File: config.mk
export PLATFORM = sky130hd
export DESIGN_NAME = card_act_seq
export DESIGN_NICKNAME = d
export VERILOG_FILES = /design/src/rtl/card_act_seq.sv
export SDC_FILE = /design/constraint.sdc
export NUM_CORES = 1
export LEC_CHECK = 0
export CAP_MARGIN = 5
export CORE_ASPECT_RATIO = 1.75
export CORE_MARGIN = 8
export CORE_UTILIZATION = 55
export DETAILED_ROUTE_END_ITERATION = 10
export PLACE_DENSITY = 0.76
export SYNTH_ARGS = -nofsm -noshare
export SYNTH_HDL_FRONTEND = slang
export SYNTH_SLANG_ARGS = --single-unit
File: constraint.sdc
create_clock -name clk -period 2.8 [get_ports clk]
set_input_delay 0.56 -clock clk [delete_from_list [all_inputs] [get_ports clk]]
set_output_delay 0.56 -clock clk [all_outputs]
set_load 0.005 [all_outputs]
File: src/rtl/card_act_seq.sv
module card_act_seq #(
  parameter int RELEASE_CYC = 3200,
  parameter int TIMEOUT_CYC = 4000
) (
  input  logic       clk,
  input  logic       rst_n,
  input  logic       en_in,
  input  logic       vgood_in,
  input  logic       vsel_in,
  output logic       card_vcc_en,
  output logic       card_vsel,
  output logic       card_rst,
  output logic       card_clk,
  output logic       io_force_low,
  output logic       fault,
  output logic [1:0] status
);
  localparam int MAXC = (RELEASE_CYC > TIMEOUT_CYC) ? RELEASE_CYC : TIMEOUT_CYC;
  localparam int CW   = (MAXC < 4) ? 2 : $clog2(MAXC + 1);
  localparam logic [1:0] S_IDLE = 2'd0, S_PWR = 2'd1, S_ACT = 2'd2, S_DEA = 2'd3;

  logic [1:0]    en_sy, vg_sy;
  logic          en_s, vg_s;
  logic          ramped, clk_run, gate;
  logic [CW-1:0] cnt;

  always_ff @(posedge clk or negedge rst_n)
    if (!rst_n) begin
      en_sy <= '0;
      vg_sy <= '0;
    end else begin
      en_sy <= {en_sy[0], en_in};
      vg_sy <= {vg_sy[0], vgood_in};
    end

  assign en_s = en_sy[1];
  assign vg_s = vg_sy[1];

  always_ff @(posedge clk or negedge rst_n)
    if (!rst_n) begin
      status       <= S_IDLE;
      card_vcc_en  <= 1'b0;
      card_vsel    <= 1'b0;
      card_rst     <= 1'b0;
      io_force_low <= 1'b1;
      clk_run      <= 1'b0;
      fault        <= 1'b0;
      ramped       <= 1'b0;
      cnt          <= '0;
    end else begin
      case (status)
        S_IDLE:
          if (!en_s) fault <= 1'b0;
          else if (!fault) begin
            status      <= S_PWR;
            card_vcc_en <= 1'b1;
            card_vsel   <= vsel_in;
            ramped      <= 1'b0;
            cnt         <= '0;
          end
        S_PWR:
          if (!en_s) begin
            status   <= S_DEA;
            card_rst <= 1'b0;
            cnt      <= '0;
          end else if (!ramped) begin
            if (vg_s) begin
              ramped <= 1'b1;
              cnt    <= '0;
            end else if (cnt == CW'(TIMEOUT_CYC - 1)) begin
              fault  <= 1'b1;
              status <= S_DEA;
              cnt    <= '0;
            end else cnt <= cnt + 1'b1;
          end else if (cnt == CW'(RELEASE_CYC - 1)) begin
            status       <= S_ACT;
            card_rst     <= 1'b1;
            io_force_low <= 1'b0;
          end else cnt <= cnt + 1'b1;
        S_ACT:
          if (!en_s) begin
            status   <= S_DEA;
            card_rst <= 1'b0;
            cnt      <= '0;
          end else clk_run <= 1'b1;
        default: begin
          cnt <= cnt + 1'b1;
          if (cnt == CW'(1)) clk_run <= 1'b0;
          if (cnt == CW'(2)) io_force_low <= 1'b1;
          if (cnt == CW'(3)) begin
            card_vcc_en <= 1'b0;
            status      <= S_IDLE;
          end
        end
      endcase
    end

  always_ff @(negedge clk or negedge rst_n)
    if (!rst_n) gate <= 1'b0;
    else        gate <= clk_run;

  assign card_clk = clk & gate;
endmodule

## Word level (Yosys, flattened, before mapping)

Index checks and enable logic that the tools add are counted.

| storage, ports and cells | value |
|---|---|
| logic and storage cells | 108 |
| bits in registers | 26 |
| output and inout bits | 8 |
| bits of input ports | 5 |

| operators by class | value |
|---|---|
| bitwise logic cells | 5 |
| $add $sub $neg | 1 |
| muxes and demuxes | 47 |
| reductions and logical operators | 19 |
| equal/unequal tests | 24 |

Operators with widths:

| kind | number |
|---|---|
| 12-bit two-way mux | 8 |
| 12-bit case mux with 3 select lines | 1 |
| 12-bit == test (second input constant) | 2 |
| 12-bit by 2-bit == test with 1-bit output (second input constant) | 2 |
| 1-bit two-way mux | 22 |
| 2-bit != test (second input constant) | 11 |
| 2-bit two-way mux | 9 |
| 4-bit != test (second input constant) | 4 |
| 4-bit AND reduction | 4 |
| 12-bit by 1-bit adder with 12-bit output (second input constant) | 1 |
| 12-bit by 1-bit == test with 1-bit output (second input constant) | 1 |
| 1-bit case mux with 2 select lines | 6 |
| 2-bit nonzero test | 5 |
| 7-bit AND reduction | 1 |
| 3-bit != test (second input constant) | 2 |
| 2-bit case mux with 3 select lines | 1 |
| 3-bit AND reduction | 2 |
| 6-bit AND reduction | 1 |
| 2-bit OR reduction | 3 |
| 5-bit AND reduction | 1 |
| 1-bit inverter | 4 |
| 4-bit nonzero test | 1 |
| 2-bit by 1-bit == test with 1-bit output (second input constant) | 1 |
| 2-bit == test (second input constant) | 1 |
| other kinds (2) | 2 |

## Longest topological paths before layout

Gate-level depths: netlist of the first run.

| logic depth | value |
|---|---|
| word-level depth | 6 |
| gate-level depth with buffers | 8 |
| depth with buffers taken out | 6 |

==> flow_summary.ini, run 1 <==
[status]
status = finished with violations
violations = negative setup slack

[yosys]
synthAdderAreaFrac = 0.0668
ys_async_sr_fraction = 1.00
yosysSeqAreaShare = 0.435
netlist_instances = 154
synth_area_sq_um = 1500
synthMuxAreaShare = 0.0226
synth_area_leaders = dfrtp_1 (40%), ha_1 (6.7%), o21ai_0 (5.7%)
syn-num-nets = 167
syn_area_per_cell_sq_um = 9.73
ys_types = 44
synth_xor_area_frac = 0
synth_top_cell_area_share = 0.401
synth_top_flop_cell = dfrtp_1
synth_edf_count = 0
yosys_register_bits = 26
yosys_warnings = 0
yosys.area_share.simple = 0.241
synth_top_family_by_area = simple AND/OR/NAND/NOR gates
yosysTopAreaCell = dfrtp_1
synth-compound-area-share = 0.193

[cells_and_area]
diodes = 0
nFillCells = 213
area_growth_pct = 16.9
nets = 184
final_cell_mix = dfrtp_1 (24), o21ai_0 (17), nand2_1 (14), clkdlybuf4s50_1 (11), nor2_1 (9)
final_cells = 197
layout_commonest_cell = dfrtp_1
drive_gt1_frac = 0.124

[critical_path]
required_ns = 2.24
critPathLaunchType = register
reg2reg_depth = 6
cp-end-kind = output port
critPathCapture = card_clk
r2r_start = status[1]
worstPathArrival_ns = 2.42
path_class = reg -> out
path_max_fanout = 1
rrSetupSlack_ns = 0.45
startpoint = gate
r2r-end = cnt[7]

[global_route]
grt_first_pass_wirelength_um = 5980
grt_pass1_vias = 1267
grt_use_total = 0.158
grt_max_degree = 26
grt-ovfl-total = 0
antenna_found_initial = 0

[sta]
rsz0062_at_grt = yes
timing.final.ws_setup_ns = -0.182
final_max_slew_viol_count = 0
fin_tns_setup_ns = -0.182
setup_viol = 2
fin_skew_ns = 0.0241
hold_viol = 0
slew_headroom = 0.663
tightest_slew_ns = 0.500

[power]
switching_share = 0.348
p_leak_nw = 0.747
p_switching_mw = 0.540
p_comb_frac = 0.387
totalPowerFinal_mw = 1.55
powerDensity_nw_per_um2 = 887
vdd_ir_drop_max_mv = 0.634
internal_power_mw = 1.01
seqPwrFrac = 0.331
p_clk_frac = 0.281

[die]
io_pins = 13
die-area_sq_um = 4710
start_util = 0.563
core_sq_um = 2660
die_h_um = 85.0
dieWidth_um = 55.4
rows = 25

[routing]
drt-initial-drc-count = 68
postRouteAntennaNets = 0
dr.pass1.iters = 4
via_per_inst = 6.36
finalWirelength_um = 3400
drcViolationCount = 0
avgRoutedWirePerCell_um = 17.3
via_count = 1252

[clock_network]
cts_tree = done
clk_pin_slew_ns = 0.09
clk_latency_ns = 0.40

[placed_design]
io_buffers = 12
place_congestion = 0.889
place_hpwl_um = 2510
dp_cells = 190

[worst_hold_path]
hp-class = reg -> reg

[run]
maxCapViolations = 0
[sequential cells by signal, summed over array words and instances, names as in the netlist]
| signal | flops |
|---|---|
| status | 2 |
| ramped | 1 |
| gate | 1 |
| card_vsel | 1 |
| vg_sy | 2 |
| clk_run | 1 |
| io_force_low | 1 |
| card_rst | 1 |
| fault | 1 |
| cnt | 12 |
| en_sy | 2 |
| card_vcc_en | 1 |
[logic make-up (layout without fill, tap and decap cells)]
kind of cell,count (synthesis),after routing
flip-flops,26,26
AO/OA/AOI/OAI,42,42
multiplexers,3,3
AND/OR/NAND/NOR,62,62
buffers and inverters,13,29
adder cells (fa/ha/maj),8,8
[synthesized netlist by cell type, types with 2 or more instances]
library cell / count
a21oi_1: 4
a22o_1: 3
a2bb2oi_1: 2
a31oi_1: 2
and2_1: 2
and3_1: 3
and4_1: 2
buf_2: 2
dfrtp_1: 24
ha_1: 8
inv_1: 8
mux2_2: 3
nand2_1: 14
nand2b_1: 2
nand3_1: 5
nand3b_1: 2
nand4_1: 3
nor2_1: 9
nor3_1: 6
nor3b_1: 4
o211ai_1: 2
o21ai_0: 17
o31ai_1: 6
[through the flow]
stage	area, sq um	hold slack [ns]	utilization	setup WS, ns
floorplan	1500	0.264	-	0.365
global placement	1630	0.335	0.615	-0.0993
detailed placement	1630	0.336	0.615	-0.100
CTS	1750	0.363	0.658	-0.201
global route	1750	0.382	0.658	-0.222
finish	1750	0.360	0.658	-0.182
[worst max-delay path, cell delays in order, from the launching register on]
cell     delay [ns]
dfrtn_1        0.38
and2_4         0.14
buf_6          0.09
[worst min-delay path by stage]
| stage | from | end | slack (ns) | cells past startpoint |
|---|---|---|---|---|
| final | vg_sy[0] | vg_sy[1] | 0.36 | 0 |
| after global routing | en_sy[0] | en_sy[1] | 0.38 | 0 |
| after CTS | vg_sy[0] | vg_sy[1] | 0.36 | 0 |
| after detailed placement | en_sy[0] | en_sy[1] | 0.34 | 0 |
| after global placement | en_sy[0] | en_sy[1] | 0.33 | 0 |
| after floorplan | rst_n | card_rst | 0.26 | 0 |
[timing repair]
action                     in CTS  in global routing
cloned                          0                  0
setup endpoints to repair       2                  2
setup buffers                   0                  0
gates resized for setup         6                  0
hold buffers                    0                  0
[layer usage]
layer	wire length (um)	global-route usage	vias up
met5	0	0	-
met4	143	0.128	0
met3	133	0.0538	14
met2	1840	0.263	32
met1	1290	0.153	609
li1	-	-	597
[final cells by class]
cell class / count / area, sq um / share of cell area
clock inverters: 1 / 30.0 / 0.0172
flip-flops and latches: 26 / 652 / 0.372
repair buffers: 13 / 125 / 0.0715
well taps: 27 / 33.8 / 0.0193
inverters: 8 / 30.0 / 0.0172
clock buffers: 7 / 93.8 / 0.0536
multi-input cells: 115 / 786 / 0.449
[power by group through the flow]
stage	Combinational (mW)	Sequential, mW	Clock (mW)
2_1_floorplan	0.441	0.504	0.00321
3_3_place_gp	0.586	0.515	0.00970
3_5_place_dp	0.601	0.522	0.00970
4_1_cts	0.606	0.515	0.451
5_1_grt	0.671	0.529	0.462
6_report	0.601	0.515	0.437
Power figures use the tool's default switching activity.
==> run 2, diff against run 1 <==
--- a/config.mk
+++ b/config.mk
@@ -7,7 +7,6 @@
 export LEC_CHECK = 0
 export CAP_MARGIN = 5
 export CORE_ASPECT_RATIO = 1.75
-export CORE_MARGIN = 8
 export CORE_UTILIZATION = 55
 export DETAILED_ROUTE_END_ITERATION = 10
 export PLACE_DENSITY = 0.76
==> run 2 against run 1 <==
  * The flow still finishes with violations (negative setup slack)
  * Sequential share of layout area hardly changed
  * Global-route usage rose by 10 points
  * Critical path depth did not move
  * Sequential power is essentially flat
  * Via count is 0.80% lower
  * Largest cell class unchanged
  * Largest power group unchanged
  * Highest routed layer unchanged
==> flow_summary.ini, run 2 (same netlist as run 1, synthesis figures left out) <==
[placed_design]
dp_cells = 189
place_congestion = 0.880
place_hpwl_um = 2510
io_buffers = 12

[cells_and_area]
final_cells = 196
nets = 184
top_register = cnt
largest_reg_flops = 12
layout_commonest_cell = dfrtp_1
diodes = 0
area_growth_pct = 16.8
drive_gt1_frac = 0.124
final_cell_mix = dfrtp_1 (24), o21ai_0 (17), nand2_1 (14), clkdlybuf4s50_1 (11), nor2_1 (9)
nFillCells = 200

[power]
powerDensity_nw_per_um2 = 890
totalPowerFinal_mw = 1.56
p_leak_nw = 0.747
vdd_ir_drop_max_mv = 0.629

[sta]
timing.final.ws_setup_ns = -0.195
final_max_slew_viol_count = 0
fin_skew_ns = 0.0247
tightest_slew_ns = 0.475
slew_headroom = 0.680
setup_viol = 2
hold_viol = 0
rsz0062_at_grt = yes

[global_route]
grt_pass1_vias = 1268
grt_busiest_layer = met2
grt_util_met2 = 0.427
antenna_found_initial = 0
grt_util_met3 = 0.0740
met1_usage = 0.271
grt_max_degree = 26
grt-ovfl-total = 0
grt_first_pass_wirelength_um = 5710
grt_use_total = 0.260

[worst_hold_path]
hp-class = reg -> reg

[die]
die-area_sq_um = 2940
io_pins = 13
rows = 24
start_util = 0.594
dieWidth_um = 41.4
die_h_um = 71.0
core_sq_um = 2520

[status]
violations = negative setup slack
status = finished with violations

[clock_network]
clk_latency_ns = 0.40
clk_pin_slew_ns = 0.09
post_cts_buffers = 0
cts_tree = done

[routing]
via_per_inst = 6.34
drt-initial-drc-count = 41
dr.pass1.iters = 4
drcViolationCount = 0
finalWirelength_um = 3380
avgRoutedWirePerCell_um = 17.3
postRouteAntennaNets = 0
via_count = 1242

[critical_path]
critPathLaunchType = register
required_ns = 2.24
worstPathArrival_ns = 2.43
path_max_fanout = 1
cp-end-kind = output port
path_class = reg -> out

[run]
maxCapViolations = 0
[run 2: cell counts in the layout (fill, tap and decap cells not counted)]
No cell type changed its count.
[run 2: critical path: stages (launching register included)]
cell and delay (ns):
dfrtn_1 0.39, and2_4 0.15, buf_6 0.09
[run 2: metal layers]
| metal | part of all wire | wire (um) |
|---|---|---|
| met1 | 0.40 | 1350 |
| met3 | 0.032 | 108 |
| met2 | 0.52 | 1760 |
| met4 | 0.049 | 167 |
| met5 | 0 | 0 |
[run 2: area by class of cell]
type                    instances  area (sq um)  share of cell area
multi-input cells             115           786               0.449
flip-flops and latches         26           652               0.373
repair buffers                 13           125              0.0715
clock buffers                   7          93.8              0.0536
well taps                      26          32.5              0.0186
clock inverters                 1          30.0              0.0172
inverters                       8          30.0              0.0172
[run 2: timing repair]
item,CTS,global route
endpoints found under the setup margin,2,2
hold buffers,0,0
gates resized for setup,6,0
[run 2: power by group]
| group | internal [mW] | switching (mW) | leakage, nW |
|---|---|---|---|
| registers | 0.445 | 0.0701 | 0.336 |
| logic | 0.275 | 0.331 | 0.343 |
| clock network | 0.293 | 0.142 | 0.0678 |
| total | 1.01 | 0.543 | 0.747 |
[run 2: path summary, 6_finish.rpt]
kind                            slack (ns)        to      start  cells past startpoint
worst min register to register        0.36  vg_sy[1]   vg_sy[0]                      0
max in group asynchronous             1.06      gate      rst_n                      1
worst min-delay path                  0.36  vg_sy[1]   vg_sy[0]                      0
min in group asynchronous             0.59  en_sy[1]      rst_n                      2
worst max register to register        0.47    cnt[7]  status[1]                      6
worst max-delay path                 -0.19  card_clk       gate                      2
[run 2: stage by stage]
stage                     utilization  hold WS (ns)  worst slack, ns  area (sq um)  TNS, ns
after floorplan                     -         0.264            0.365          1500        0
after global placement          0.647         0.333           -0.103          1630   -0.103
after detailed placement        0.647         0.336           -0.124          1630   -0.124
after CTS                       0.693         0.358           -0.212          1750   -0.212
after global routing            0.693         0.359           -0.233          1750   -0.233
final                           0.693         0.356           -0.195          1750   -0.195
